`src/rtl/seg_xlate_pkg.sv`:
```
package seg_xlate_pkg;
  localparam int VA_W  = 16;
  localparam int SEG_W = 2;
  localparam int OFF_W = VA_W - SEG_W;
  localparam int NSEG  = 1 << SEG_W;
  localparam int LIM_W = OFF_W + 1;

  typedef enum logic [1:0] {
    ACC_READ  = 2'd0,
    ACC_WRITE = 2'd1,
    ACC_FETCH = 2'd2,
    ACC_RSVD  = 2'd3
  } acc_e;

  typedef enum logic [1:0] {
    FLT_NONE    = 2'd0,
    FLT_INVALID = 2'd1,
    FLT_BOUNDS  = 2'd2,
    FLT_PROT    = 2'd3
  } flt_e;

  typedef struct packed {
    logic [VA_W-1:0]  base;
    logic [LIM_W-1:0] limit;
    logic             valid;
    logic             wr_ok;
    logic             ex_ok;
  } seg_ent_t;

  function automatic seg_ent_t boot_entry(input int idx);
    seg_ent_t e;
    e.valid = 1'b1;
    case (idx)
      0:       begin e.base = 16'h4000; e.limit = 15'h0800; e.wr_ok = 1'b0; e.ex_ok = 1'b1; end
      1:       begin e.base = 16'h4800; e.limit = 15'h1400; e.wr_ok = 1'b1; e.ex_ok = 1'b0; end
      2:       begin e.base = 16'hF000; e.limit = 15'h1000; e.wr_ok = 1'b0; e.ex_ok = 1'b0; end
      default: begin e.base = 16'h0000; e.limit = 15'h3000; e.wr_ok = 1'b1; e.ex_ok = 1'b0; end
    endcase
    return e;
  endfunction
endpackage

```
`src/rtl/seg_table.sv`:
```
module seg_table
  import seg_xlate_pkg::*;
(
  input  logic             clk,
  input  logic             rst_n,
  input  logic             wr_try,
  input  logic             wr_priv,
  input  logic [SEG_W-1:0] wr_idx,
  input  seg_ent_t         wr_ent,
  input  logic [SEG_W-1:0] rd_idx,
  output seg_ent_t         rd_ent,
  output logic             denied_o
);
  seg_ent_t ent_q [NSEG];
  logic     denied_d, denied_q;

  for (genvar g = 0; g < NSEG; g++) begin : g_ent
    logic ld;
    assign ld = wr_try && wr_priv && (wr_idx == SEG_W'(g));
    always_ff @(posedge clk or negedge rst_n) begin
      if (!rst_n)  ent_q[g] <= boot_entry(g);
      else if (ld) ent_q[g] <= wr_ent;
    end
  end

  always_comb denied_d = wr_try && !wr_priv;

  always_ff @(posedge clk or negedge rst_n) begin
    if (!rst_n) denied_q <= 1'b0;
    else        denied_q <= denied_d;
  end

  assign rd_ent   = ent_q[rd_idx];
  assign denied_o = denied_q;
endmodule

```
`src/rtl/seg_check.sv`:
```
module seg_check
  import seg_xlate_pkg::*;
(
  input  logic [VA_W-1:0] vaddr,
  input  logic [1:0]      kind,
  input  seg_ent_t        ent,
  output logic [VA_W-1:0] paddr,
  output flt_e            fault
);
  logic [OFF_W-1:0] off;
  logic             oob, prot;

  always_comb begin
    off  = vaddr[OFF_W-1:0];
    oob  = {1'b0, off} >= ent.limit;
    prot = (kind == ACC_WRITE && !ent.wr_ok) || (kind == ACC_FETCH && !ent.ex_ok);
    if (!ent.valid)  fault = FLT_INVALID;
    else if (oob)    fault = FLT_BOUNDS;
    else if (prot)   fault = FLT_PROT;
    else             fault = FLT_NONE;
    paddr = ent.base + {{SEG_W{1'b0}}, off};
  end
endmodule

```
`src/rtl/seg_xlate.sv`:
```
module seg_xlate
  import seg_xlate_pkg::*;
(
  input  logic        clk,
  input  logic        rst_n,
  input  logic        req_valid,
  input  logic [15:0] req_vaddr,
  input  logic [1:0]  req_kind,
  input  logic        cfg_en,
  input  logic        cfg_priv,
  input  logic [1:0]  cfg_idx,
  input  logic [15:0] cfg_base,
  input  logic [14:0] cfg_limit,
  input  logic        cfg_valid,
  input  logic        cfg_wr,
  input  logic        cfg_ex,
  output logic        rsp_done,
  output logic [15:0] rsp_paddr,
  output logic [1:0]  rsp_fault,
  output logic        cfg_denied
);
  seg_ent_t        new_ent, cur_ent;
  logic [VA_W-1:0] sum;
  flt_e            flt;
  logic            done_d, done_q;
  logic [VA_W-1:0] pa_d, pa_q;
  flt_e            flt_d, flt_q;

  assign new_ent = '{base: cfg_base, limit: cfg_limit, valid: cfg_valid,
                     wr_ok: cfg_wr, ex_ok: cfg_ex};

  seg_table u_table (
    .clk(clk), .rst_n(rst_n),
    .wr_try(cfg_en), .wr_priv(cfg_priv), .wr_idx(cfg_idx), .wr_ent(new_ent),
    .rd_idx(req_vaddr[VA_W-1 -: SEG_W]), .rd_ent(cur_ent),
    .denied_o(cfg_denied)
  );

  seg_check u_check (
    .vaddr(req_vaddr), .kind(req_kind), .ent(cur_ent),
    .paddr(sum), .fault(flt)
  );

  always_comb begin
    done_d = req_valid;
    flt_d  = req_valid ? flt : FLT_NONE;
    pa_d   = (req_valid && flt == FLT_NONE) ? sum : '0;
  end

  always_ff @(posedge clk or negedge rst_n) begin
    if (!rst_n) begin
      done_q <= 1'b0;
      pa_q   <= '0;
      flt_q  <= FLT_NONE;
    end else begin
      done_q <= done_d;
      pa_q   <= pa_d;
      flt_q  <= flt_d;
    end
  end

  assign rsp_done  = done_q;
  assign rsp_paddr = pa_q;
  assign rsp_fault = flt_q;
endmodule

```
`config.mk`:
```
export PLATFORM = sky130hd
export DESIGN_NAME = seg_xlate
export DESIGN_NICKNAME = d
export VERILOG_FILES = /design/src/rtl/seg_xlate_pkg.sv /design/src/rtl/seg_table.sv /design/src/rtl/seg_check.sv /design/src/rtl/seg_xlate.sv
export SDC_FILE = /design/constraint.sdc
export NUM_CORES = 1
export LEC_CHECK = 0
export BUFFER_PORTS_ARGS = -buffer_cell sky130_fd_sc_hd__buf_2
export CAP_MARGIN = 20
export CORE_UTILIZATION = 64
export DETAILED_ROUTE_END_ITERATION = 8
export HOLD_SLACK_MARGIN = 0.08
export MAX_ROUTING_LAYER = met4
export PLACE_DENSITY = 0.86
export SLEW_MARGIN = 0
export SYNTH_ARGS = -nofsm -noshare
export SYNTH_HDL_FRONTEND = slang
export SYNTH_SLANG_ARGS = --single-unit
```
`constraint.sdc`:
```
create_clock -name clk -period 7.8 [get_ports clk]
set_input_delay 1.56 -clock clk [delete_from_list [all_inputs] [get_ports clk]]
set_output_delay 1.56 -clock clk [all_outputs]
set_load 0.01 [all_outputs]
```
* Yosys cells after proc, flatten, opt, wreduce, memory -nomap -nowiden
Cells that the tools add are included.
** Operators by class
- Bitwise logic cells :: 1
- Reductions and logical operators :: 15
- $lt $le $gt $ge :: 2
- Add/sub/neg operators :: 1
- Mux-type cells :: 8
- Eq/ne operators :: 5
** Operators with widths (count)
- binary-select mux 34 bit (select 2 bit) :: 1
- 2-to-1 mux 34 bit :: 2
- adder 16 x 14 -> 16 bit :: 1
- 2-to-1 mux 16 bit :: 1
- greater-or-equal comparator 14 x 15 -> 1 bit :: 1
- logical AND 1 bit :: 9
- 2-to-1 mux 2 bit :: 4
- == test 2 bit, second input constant :: 3
- == test 2 x 1 -> 1 bit, second input constant :: 2
- logical NOT 2 bit :: 2
- greater-or-equal comparator 3 bit, second input constant :: 1
- logical NOT 1 bit :: 3
- inverter 2 -> 3 bit :: 1
- logical OR 1 bit :: 1
** Word-level totals
- Output and inout bits :: 20
- Register bits after elaboration :: 156
- Logic and storage cells :: 56

* Depth between registers and ports, before layout
- Word-level depth :: 13
- Depth in mapped cells :: 13
- Gate-level depth less buffers :: 9

* By module
A second synthesis with hierarchy kept.
** Second synthesis, totals
- Cells, all modules :: 537
- Area total of the unflattened synthesis :: 7908.8 µm²
** Modules (own cells, without submodules)
- seg_table :: instances 1, area an instance 5970.7 µm², cells each 333
- seg_check :: instances 1, area an instance 1166.1 µm², cells each 164
- seg_xlate :: instances 1, area an instance 772.0 µm², cells each 40

* Least setup slack after synthesis
No wires, ideal clock.
- Path kind :: input port to flip-flop
- Start :: input req_vaddr[15]
- End :: register pa_q[14], in the netlist rsp_paddr[14]
- Slack :: 3491 ps
- Setup time :: 119 ps
- Data required time :: 7681 ps
- Stages on the path :: 12
- Data arrival time :: 4190 ps
- Cell sequence :: buf_2 -> buf_2 -> buf_2 -> mux4_2 -> ha_1 -> fa_1 -> a211oi_2 -> o211ai_1 -> a41oi_1 -> o21ai_0 -> xor2_1 -> and2_1
** Between the ends
- Cells in the longest elaborated chain, start to end :: 13
** Ends and longest elaborated chain
- start, declared :: line seg_xlate.sv:7 : input logic [15:0] req_vaddr,
- inverter 2 -> 3 bit (not written as such) (*) :: line seg_table.sv:33 : assign rd_ent = ent_q[rd_idx];
- binary-select mux 34 bit (select 2 bit) (*) :: line seg_table.sv:33
- 2-to-1 mux 34 bit (not written as such) (*) (2 in series) :: line seg_table.sv:33
- branches (longest 8 deep; another with greater-or-equal comparator 14 x 15 -> 1 bit)
- 2-to-1 mux 16 bit (*) :: line seg_xlate.sv:47 : pa_d = (req_valid && flt == FLT_NONE) ? sum : '0;
- net pa_d[14] :: line seg_xlate.sv:26 : logic [VA_W-1:0] pa_d, pa_q;
- end signal, assigned :: line seg_xlate.sv:57 : pa_q <= pa_d;
- end, declared :: line seg_xlate.sv:26
Mark *: on every way through the listed nets, which the timed path passes. The select of a mux whose other input is x is not followed.
A chain may end at the register's enable or synchronous reset.

* Final worst setup path
- Start :: input req_vaddr[14]
- End :: register pa_q[11], in the netlist rsp_paddr[11]
The elaborated chain is that of the path after synthesis.

==> qor.yml <==
drive_gt1_share_pct: 50.6
ys.flop_type: "dfrtp_1"
grt_pass1_wl_mm: 26.4
synth-adder-area-share_pct: 4.84
use_met2_pct: 45.8
p_leak_nw: 4.00
fin_tns_setup_ps: 0
hold_buffers: 0
finClkSkew_ps: 12.7
clk_pin_slew_ps: 60
setup_ws_ps: 3210
synth_edf_count: 0
reg2reg_slack_ps: 4860
drt_iter0_markers: 325
postSynthCellCount: 533
synth-simple-area-share_pct: 4.63
synth_top_cell_by_area: "dfrtp_1"
synth_top_family_by_area: "multiplexers"
timing.fmax_mhz: 218
rows: 39
cp_max_fo: 18
powerDensity_nw_per_um2: 290
synth_mux_area_share_pct: 30.0
cts_sinks: 156
synth_cell_types: 51
critical_path_arrival_ps: 4930
whs_ps: 502
yosysWarnings: 0
start_util_pct: 66.4
place_ws_ps: 2750
async_reset_ff_share_pct: 100
grt_max_degree: 82
crit_path_start: "req_vaddr[14]"
syn_to_final_growth_pct: 15.1
dp_hpwl_mm: 10.7
synth-seq-area-share_pct: 51.4
r2r-start: "u_table.ent_q[86]"
tightestPinTransition_ps: 974
status: "complete, but fails checks"
required_ps: 8140
crit_path_end_kind: "flop"
cap_violations: 0
portBuffers: 78
setup_viol_count_final: 0
synth_top_area_share_pct: 44.5
fp.dieW_um: 111
criticalPathCategory: "primary input to flop"
postCtsSetupBuffers: 0
overflow: 0
io_pins: 79
cts_tree: "built"
p_total_mw: 2.55
hold_viol: 0
busiest_layer: "met2"
gp_congestion: 0.821
worstHoldStart: "u_table.ent_q[20]"
cts-root-buf: "clkbuf_16"
die_area_sq_um: 12400
synth_compound_gate_area_share_pct: 5.82
reg2regPathDepth: 9
met3_usage_pct: 8.09
violations: "design-rule violations"
ant_nets: 0
h-tree-depth: 4
start_kind: "primary input"
regToRegEndpoint: "rsp_paddr[14]"
ctsResizeCount: 0
clockBufferDepth: 2
via_per_inst: 6.18
synthXorXnorAreaFrac_pct: 0.916
irDropWorstVdd_v: 0.000295
min_path_type: "flop to flop"
synth_area_sq_um: 7650
slew_viol_final: 0
die_y_um: 111
drc_errors: 14
nNetsFinal: 702
insertion_delay_ps: 440
cts_buffers: 17
nFillCells: 673
grt_pass1_vias: 5105
post-route-min-period_ps: 4590
utilization_pct: 76.5
min_period_over_period_pct: 58.8
synth.top_cells.by_area: "dfrtp_1 44%, mux2_2 20%, mux4_2 9.7%"
yosys_register_bits: 156
core_sq_um: 11500
setup.worst_path.end: "rsp_paddr[11]"
grt_util_met1_pct: 37.4
antenna_found_initial: 1
rsz0062_at_grt: "false"
maxSlewHeadroom_pct: 35.0
wl_mm: 16.4
synth_fp_nets: 621
grt_use_total_pct: 29.5
postSynthAreaPerCell_sq_um: 14.4
wl_per_cell_um: 21.3
firstDrtPassIters: 6
num_vias: 4762
==> sequential cells by signal (all words and copies together) (netlist names) <==
register          cells
rsp_paddr            16
u_table.ent_q       136
rsp_fault             2
rsp_done              1
u_table.denied_o      1
==> power by group <==
part | internal, mW | total, mW | switching [mW]
logic | 0.327 | 0.619 | 0.291
registers | 0.996 | 1.08 | 0.0871
clock network | 0.510 | 0.852 | 0.342
total | 1.83 | 2.55 | 0.720
==> critical path, cell delays in order <==
cell and delay, ps:
buf_2 490, buf_4 470, mux4_2 550, inv_1 70, ha_1 240, a21o_1 180
a211oi_1 290, o221ai_2 210, a211oi_4 570, a21boi_1 270
==> logic make-up after synthesis <==
| kind of cell | Yosys count |
|---|---|
| mux | 171 |
| flops | 156 |
| compound gates | 66 |
| simple gates | 61 |
| buf+inv | 42 |
| fa+ha+maj | 29 |
| xor+xnor | 8 |
==> Yosys cell counts (2+ instances only) <==
master / n
a211oi_1: 4
a21boi_1: 2
a21o_1: 9
a21oi_1: 18
a31oi_1: 3
and2_1: 10
and3_1: 2
and3b_1: 2
buf_2: 9
buf_6: 2
clkbuf_1: 11
dfrtp_1: 136
dfstp_2: 20
ha_1: 28
inv_1: 19
mux2_2: 137
mux4_2: 33
nand2_1: 12
nand2b_1: 2
nand3_1: 3
nand4_1: 4
nand4b_1: 2
nor2_1: 8
nor2b_1: 3
nor3_1: 4
nor3b_1: 2
o211ai_1: 3
o21a_1: 2
o21ai_0: 13
o21ai_1: 3
xnor2_1: 5
xor2_1: 3
==> metrics by stage <==
step,instances,area [sq um]
floorplan,533,7650
global placement,737,8160
detailed placement,737,8160
CTS,769,8780
global route,771,8810
finish,771,8810
==> routing by layer <==
layer,vias up,wire length [um]
li1,2142,-
met1,2453,7060
met2,134,8100
met3,33,864
met4,0,392
met5,-,0
==> worst min path at each step <==
stage,slack [ps],cells past startpoint,endpoint
after detailed placement,490,1,u_table.ent_q[47]
after global placement,480,1,u_table.ent_q[43]
after CTS,510,1,u_table.ent_q[17]
after global routing,520,1,u_table.ent_q[88]
after floorplan,470,1,u_table.ent_q[37]
final,500,1,u_table.ent_q[20]
==> area by class of cell <==
cell class	count	area (sq um)	area share, %
antenna	1	2.50	0.0284
clock buffer	18	429	4.87
clock inverter	14	185	2.10
inverter	19	71.3	0.810
multi-input combinational	335	3540	40.2
sequential	156	3930	44.6
tap	143	179	2.03
timing repair buffer	85	469	5.33
==> cells in the final DEF, fill, tap and decap left out, types with 4 or more instances in the layout <==
| master | instances |
|---|---|
| a21oi_1 | 18 |
| o21ai_0 | 13 |
| mux2_2 | 137 |
| clkbuf_16 | 17 |
| inv_1 | 19 |
| inv_6 | 4 |
| nor2_1 | 8 |
| and2_1 | 10 |
| xnor2_1 | 5 |
| nand4_1 | 4 |
| a211oi_1 | 4 |
| a21o_1 | 9 |
| nand2_1 | 12 |
| mux4_2 | 33 |
| nor3_1 | 4 |
| ha_1 | 28 |
| dfstp_2 | 20 |
| buf_4 | 6 |
| buf_2 | 77 |
| dfrtp_1 | 136 |
Power figures use the tool's default switching activity.
